**src/rtl/sar_host_pkg.sv**
```systemverilog
package sar_host_pkg;

    typedef enum logic [3:0] {
        ST_CAL_HI,
        ST_CAL_WAIT,
        ST_IDLE,
        ST_ACQ,
        ST_HOLD,
        ST_LEAD,
        ST_CLK,
        ST_DONE,
        ST_FAULT
    } host_state_t;

endpackage

```
**src/rtl/sar_host_delay.sv**
```systemverilog
module sar_host_delay #(
    parameter int W = 16
) (
    input  logic         clk,
    input  logic         rst_n,
    input  logic         clr,
    input  logic         en,
    input  logic [W-1:0] limit,
    output logic         done
);

    logic [W-1:0] cnt;
    logic [W:0]   cnt_inc;

    always_comb begin
        cnt_inc = {1'b0, cnt} + {{W{1'b0}}, 1'b1};
        // a limit of zero is reached at once, so it behaves as one cycle
        done    = (cnt_inc >= {1'b0, limit});
    end

    always_ff @(posedge clk) begin
        if (!rst_n) begin
            cnt <= '0;
        end else if (clr) begin
            cnt <= '0;
        end else if (en && !done) begin
            cnt <= cnt + 1'b1;
        end
    end

endmodule

```
**src/rtl/sar_host_capture.sv**
```systemverilog
module sar_host_capture #(
    parameter int DATA_W = 16
) (
    input  logic              clk,
    input  logic              rst_n,
    input  logic              shift_en,
    input  logic              commit,
    input  logic              sdata,
    input  logic              ready,
    output logic [DATA_W-1:0] data,
    output logic              valid
);

    logic [DATA_W-1:0] shreg;

    always_ff @(posedge clk) begin
        if (!rst_n) begin
            shreg <= '0;
            data  <= '0;
            valid <= 1'b0;
        end else begin
            if (shift_en) begin
                shreg <= {shreg[DATA_W-2:0], sdata};
            end
            if (commit) begin
                data  <= {shreg[DATA_W-2:0], sdata};
                valid <= 1'b1;
            end else if (valid && ready) begin
                valid <= 1'b0;
            end
        end
    end

endmodule

```
**src/rtl/sar_host_ctrl.sv**
```systemverilog
module sar_host_ctrl
    import sar_host_pkg::*;
#(
    parameter int DATA_W     = 16,
    parameter int CW         = 16,
    parameter int TW         = 20,
    parameter int CAL_HI_CYC = 4
) (
    input  logic              clk,
    input  logic              rst_n,
    input  logic              cal_req,
    input  logic              conv_go,
    input  logic              cont_mode,
    input  logic [CW-1:0]     acq_cycles,
    input  logic [CW-1:0]     hold_cycles,
    input  logic [CW-1:0]     lead_cycles,
    input  logic [TW-1:0]     tmo_cycles,
    output logic              adc_cal,
    output logic              adc_sample,
    output logic              adc_clk,
    input  logic              adc_busy,
    input  logic              adc_sdata,
    output logic [DATA_W-1:0] res_data,
    output logic              res_valid,
    input  logic              res_ready,
    output logic              err_tmo
);

    localparam int            NPULSE    = DATA_W + 1;
    localparam int            PCW       = $clog2(NPULSE + 1);
    localparam logic [PCW-1:0] P_FIRST  = PCW'(1);
    localparam logic [PCW-1:0] P_DATA0  = PCW'(2);
    localparam logic [PCW-1:0] P_LAST   = PCW'(NPULSE);
    localparam logic [PCW-1:0] P_ARM    = PCW'(NPULSE - 1);
    localparam logic [CW-1:0]  CAL_LIM  = CW'(CAL_HI_CYC);

    host_state_t    state, nstate;
    logic           phase;      // 0: clock high half, 1: clock low half
    logic [PCW-1:0] pcnt;
    logic           rearm;

    logic [CW-1:0]  dly_limit;
    logic           dly_done, dly_clr;
    logic           wait_busy, tmo_en, tmo_clr, tmo_done, tmo_hit;
    logic           shift_en, commit;

    // ---- phase delay timer ----
    always_comb begin
        unique case (state)
            ST_CAL_HI: dly_limit = CAL_LIM;
            ST_ACQ:    dly_limit = acq_cycles;
            ST_HOLD:   dly_limit = hold_cycles;
            ST_LEAD:   dly_limit = lead_cycles;
            default:   dly_limit = CW'(1);
        endcase
    end

    assign dly_clr = (nstate != state);

    sar_host_delay #(.W(CW)) u_dly (
        .clk   (clk),
        .rst_n (rst_n),
        .clr   (dly_clr),
        .en    (1'b1),
        .limit (dly_limit),
        .done  (dly_done)
    );

    // ---- busy-fall watchdog ----
    assign wait_busy = (state == ST_CAL_WAIT) || (state == ST_DONE) ||
                       ((state == ST_ACQ) && dly_done);
    assign tmo_en    = wait_busy && adc_busy;
    assign tmo_clr   = !wait_busy || (nstate != state);
    assign tmo_hit   = tmo_en && tmo_done;

    sar_host_delay #(.W(TW)) u_tmo (
        .clk   (clk),
        .rst_n (rst_n),
        .clr   (tmo_clr),
        .en    (tmo_en),
        .limit (tmo_cycles),
        .done  (tmo_done)
    );

    // ---- next state ----
    always_comb begin
        nstate = state;
        if (cal_req) begin
            nstate = ST_CAL_HI;
        end else begin
            unique case (state)
                ST_CAL_HI:   if (dly_done) nstate = ST_CAL_WAIT;
                ST_CAL_WAIT: begin
                    if (!adc_busy)    nstate = ST_IDLE;
                    else if (tmo_hit) nstate = ST_FAULT;
                end
                ST_IDLE:     if (conv_go || cont_mode) nstate = ST_ACQ;
                ST_ACQ: begin
                    if (dly_done && !adc_busy) nstate = ST_HOLD;
                    else if (tmo_hit)          nstate = ST_FAULT;
                end
                ST_HOLD:     if (dly_done) nstate = ST_LEAD;
                ST_LEAD:     if (dly_done && !res_valid) nstate = ST_CLK;
                ST_CLK: begin
                    if (phase && (pcnt == P_LAST)) nstate = rearm ? ST_ACQ : ST_DONE;
                end
                ST_DONE: begin
                    if (!adc_busy)    nstate = ST_IDLE;
                    else if (tmo_hit) nstate = ST_FAULT;
                end
                ST_FAULT:    nstate = ST_FAULT;
                default:     nstate = ST_CAL_HI;
            endcase
        end
    end

    // ---- state register and pulse sequencer ----
    always_ff @(posedge clk) begin
        if (!rst_n) begin
            state <= ST_CAL_HI;
            phase <= 1'b0;
            pcnt  <= P_FIRST;
            rearm <= 1'b0;
        end else begin
            state <= nstate;
            if (state != ST_CLK) begin
                phase <= 1'b0;
                pcnt  <= P_FIRST;
            end else begin
                phase <= ~phase;
                if (phase) pcnt <= pcnt + 1'b1;
                if (phase && (pcnt == P_ARM)) rearm <= cont_mode;
            end
        end
    end

    // ---- outputs ----
    always_comb begin
        adc_cal    = (state == ST_CAL_HI);
        adc_sample = (state == ST_ACQ) ||
                     ((state == ST_CLK) && (pcnt == P_LAST) && rearm);
        adc_clk    = (state == ST_CLK) && !phase;
        err_tmo    = (state == ST_FAULT);
        shift_en   = (state == ST_CLK) && phase && (pcnt >= P_DATA0);
        commit     = (state == ST_CLK) && phase && (pcnt == P_LAST);
    end

    sar_host_capture #(.DATA_W(DATA_W)) u_cap (
        .clk      (clk),
        .rst_n    (rst_n),
        .shift_en (shift_en),
        .commit   (commit),
        .sdata    (adc_sdata),
        .ready    (res_ready),
        .data     (res_data),
        .valid    (res_valid)
    );

endmodule

```
**config.mk**
```make
export PLATFORM = sky130hd
export DESIGN_NAME = sar_host_ctrl
export DESIGN_NICKNAME = d
export VERILOG_FILES = /design/src/rtl/sar_host_pkg.sv /design/src/rtl/sar_host_delay.sv /design/src/rtl/sar_host_capture.sv /design/src/rtl/sar_host_ctrl.sv
export SDC_FILE = /design/constraint.sdc
export NUM_CORES = 1
export LEC_CHECK = 0
export ABC_AREA = 1
export BUFFER_PORTS_ARGS = -buffer_cell sky130_fd_sc_hd__buf_4
export CAP_MARGIN = 15
export CORE_ASPECT_RATIO = 1.5
export CORE_MARGIN = 2
export CORE_UTILIZATION = 50
export CTS_CLUSTER_SIZE = 14
export DETAILED_ROUTE_END_ITERATION = 7
export PLACE_DENSITY = 0.81
export SLEW_MARGIN = 20
export SYNTH_ARGS = -nofsm -noshare
export SYNTH_HDL_FRONTEND = slang
export SYNTH_HIERARCHICAL = 1
export SYNTH_SLANG_ARGS = --single-unit
```
**constraint.sdc**
```tcl
create_clock -name clk -period 11.5 [get_ports clk]
set_input_delay 2.3 -clock clk [delete_from_list [all_inputs] [get_ports clk]]
set_output_delay 2.3 -clock clk [all_outputs]
set_load 0.01 [all_outputs]
```
==> flow_metrics.py <==
metrics = {
    "run_status": {
        "outcome": "finished, final reports clean",
    },
    "synthesis": {
        "synth.top_cell.area_share_pct": 27.8,
        "yosysTopAreaCell": "dfxtp_1",
        "synth.ff_latch_count": 79,
        "synth-main-ff-cell": "dfxtp_1",
        "syn_inst": 914,
        "synth-edff-count": 0,
        "syn_area_um2": 5680,
        "syn_area_per_cell_um2": 6.22,
        "synth-seq-area-share_pct": 27.8,
        "yosysUniqueCellTypes": 40,
        "ys_async_sr_fraction_pct": 0,
        "synthTopCellsByArea": "dfxtp_1 28%, nand2_1 16%, nor2_1 13%, ha_1 9.2%, inv_1 8.8%",
        "ys_warn_count": 6,
    },
    "finish": {
        "final_common_cell": "nand2_1",
        "num-nets-final": 1123,
        "area.sequential_um2": 1580,
        "area_growth_pct": 19.8,
        "multi_input_area_um2": 3410,
        "drive_gt1_share_pct": 15.3,
        "antennaDiodeCount": 0,
        "fillers": 1060,
        "final_cell_mix": "237 x nand2_1, 195 x nor2_1, 133 x inv_1, 99 x buf_4, 79 x dfxtp_1",
    },
    "sta": {
        "fin_crit_sh_pct": 47.6,
        "setup_viol_count_final": 0,
        "rsz0062_at_grt": "false",
        "fin_tns_setup_ns": 0,
        "slew_violations": 0,
        "hold_viol": 0,
        "finalHoldWorstSlack_ns": 0.490,
        "period_needed_ns": 5.48,
        "tightest_slew_ns": 1.08,
        "finalClockSkew_ns": 0.00634,
        "max_slew_margin_pct": 28.0,
        "timing.fmax_mhz": 183,
    },
    "floorplan": {
        "die_area_um2": 12300,
        "ios": 97,
        "num_rows": 47,
        "core_um2": 11100,
        "die_width_um": 91.1,
        "die_h_um": 135,
        "initial_utilization_pct": 51.4,
    },
    "worst_hold_path": {
        "min_path_type": "reg2reg",
    },
    "drt": {
        "firstDrtPassIters": 5,
        "via_count": 5648,
        "wl_per_cell_um": 12.0,
        "routed_wirelength_um": 13900,
        "drt_iter0_markers": 161,
        "via_per_inst": 4.88,
        "ant_nets": 0,
        "drc": 0,
    },
    "setup_path": {
        "worstPathArrival_ns": 5.75,
        "crit_family": "simple AND/OR/NAND/NOR gates",
        "reg2reg_slack_ns": 6.67,
        "critical_path_buf_inv_count": 3,
        "endpoint_kind": "flip-flop",
        "crit_type": "in2reg",
        "crit_slowest_cell": "nor2_1",
        "worstPathRequired_ns": 11.77,
        "cpPeakStageDelay_ns": 0.82,
        "cp_max_fo": 16,
        "cpMostUsedCell": "nand2_1",
        "start_kind": "input port",
    },
    "clocking": {
        "clk_latency_ns": 0.33,
        "cts_tree": "yes",
        "ctsHtreeMaxLevel": 3,
        "numClockSinks": 79,
        "cts_post_setup_buffers_inserted": 0,
        "clk_pin_slew_worst_paths_ns": 0.06,
        "cts_resized": 0,
        "cts_root_buffer": "clkbuf_16",
        "cts_hold_buf": 0,
        "cts_buffers": 9,
        "ctsLongestPathBuffers": 2,
    },
    "global_route": {
        "grt_max_degree": 38,
        "grt_pass1_wl_um": 23600,
        "grt_pass1_vias": 5467,
        "antenna_found_initial": 0,
        "grt_overflow": 0,
        "grtUsageTotal_pct": 23.4,
    },
    "run": {
        "maxCapViolCount": 0,
    },
    "pwr": {
        "total_power_mw": 1.06,
        "powerDensity_nw_per_um2": 156,
        "max-vdd-ir-drop_uv": 109,
        "power.leakage_nw": 3.71,
    },
    "placed_design": {
        "port_buffers": 96,
        "gp_congestion": 0.906,
        "place.detailed.hpwl_um": 10500,
    },
}
[per-stage QoR]
stage | util [%] | setup WS [ns] | instance area (um2) | instances
floorplan | - | 6.58 | 5690 | 915
global placement | 58.6 | 5.84 | 6470 | 1141
detailed placement | 58.6 | 5.72 | 6470 | 1141
CTS | 61.6 | 6.05 | 6810 | 1157
global route | 61.6 | 5.68 | 6810 | 1157
finish | 61.6 | 6.02 | 6810 | 1157
[registers in the layout, summed over array words and instances (netlist names)]
name         flops
pcnt             5
phase            1
rearm            1
state            4
u_cap/data      16
u_cap/shreg     15
u_cap/valid      1
u_dly/cnt       16
u_tmo/cnt       20
[layer usage]
metal | global-route usage, % | part of all wire [%] | vias up
met2 | 43.8 | 51 | 118
li1 | - | - | 2986
met3 | 4.02 | 3.6 | 33
met1 | 25.6 | 41 | 2511
met4 | 10.6 | 3.5 | 0
met5 | 0 | 0 | -
[Yosys cell counts (all sizes together) (2+ instances only)]
cell type	count
ha	42
buf	16
nand2	244
inv	145
nor2	204
a21oi	19
and3	2
nand3	44
a21o	2
or2	2
clkinv	2
xor2	32
clkbuf	4
o21ai	41
nor3	14
dfxtp	79
nand4	13
[worst reg2reg max path, cell delays in order (launching register included)]
cell and delay (ns):
dfxtp_1 0.42, nor2_1 0.15, nand2_1 0.20, clkinv_1 0.57, nand2_1 0.21, nand3_1 0.09
inv_1 0.07, ha_1 0.16, nand2_1 0.07, nor2_1 0.21, and2_1 0.16, nand2_1 0.05
nand2_1 0.10, nor2_4 0.06, nand2_1 0.12, inv_1 0.08, or2_2 0.29, o22ai_1 0.16
nor2_1 0.06, nand2_1 0.08, nand2_1 0.07, nand2_1 0.07, nand2_1 0.06, nor2_2 0.12
nand2_1 0.06, nor2_1 0.82, nand2_1 0.15, nor2_1 0.11
[worst paths after layout]
check | from | endpoint | depth (start not counted)
worst min register to register | u_cap/shreg[14] | u_cap/data[15] | 2
worst max-delay path | acq_cycles[8] | u_dly/cnt[5] | 25
worst min-delay path | u_cap/shreg[14] | u_cap/data[15] | 2
worst max register to register | state[3] | u_dly/cnt[5] | 27
[final cells by class]
type / instances / area share, %
Sequential cell: 79 / 23.2
Multi-Input combinational cell: 669 / 50.2
Timing Repair Buffer: 99 / 10.9
Clock inverter: 4 / 1.12
Tap cell: 147 / 2.70
Clock buffer: 12 / 3.77
Inverter: 147 / 8.11
[cells by family after synthesis]
family	share of synthesized area, %
compound gates	6.32
fa+ha+maj	9.24
buf+inv	12.2
simple gates	39.4
flops	27.8
xor+xnor	4.93
other cells	0.0660
[where the power goes]
part / internal (mW) / switching (mW)
logic: 0.155 / 0.272
registers: 0.297 / 0.0245
clock network: 0.203 / 0.112
total: 0.654 / 0.409
Note: power is estimated with default switching activity, not from simulation.
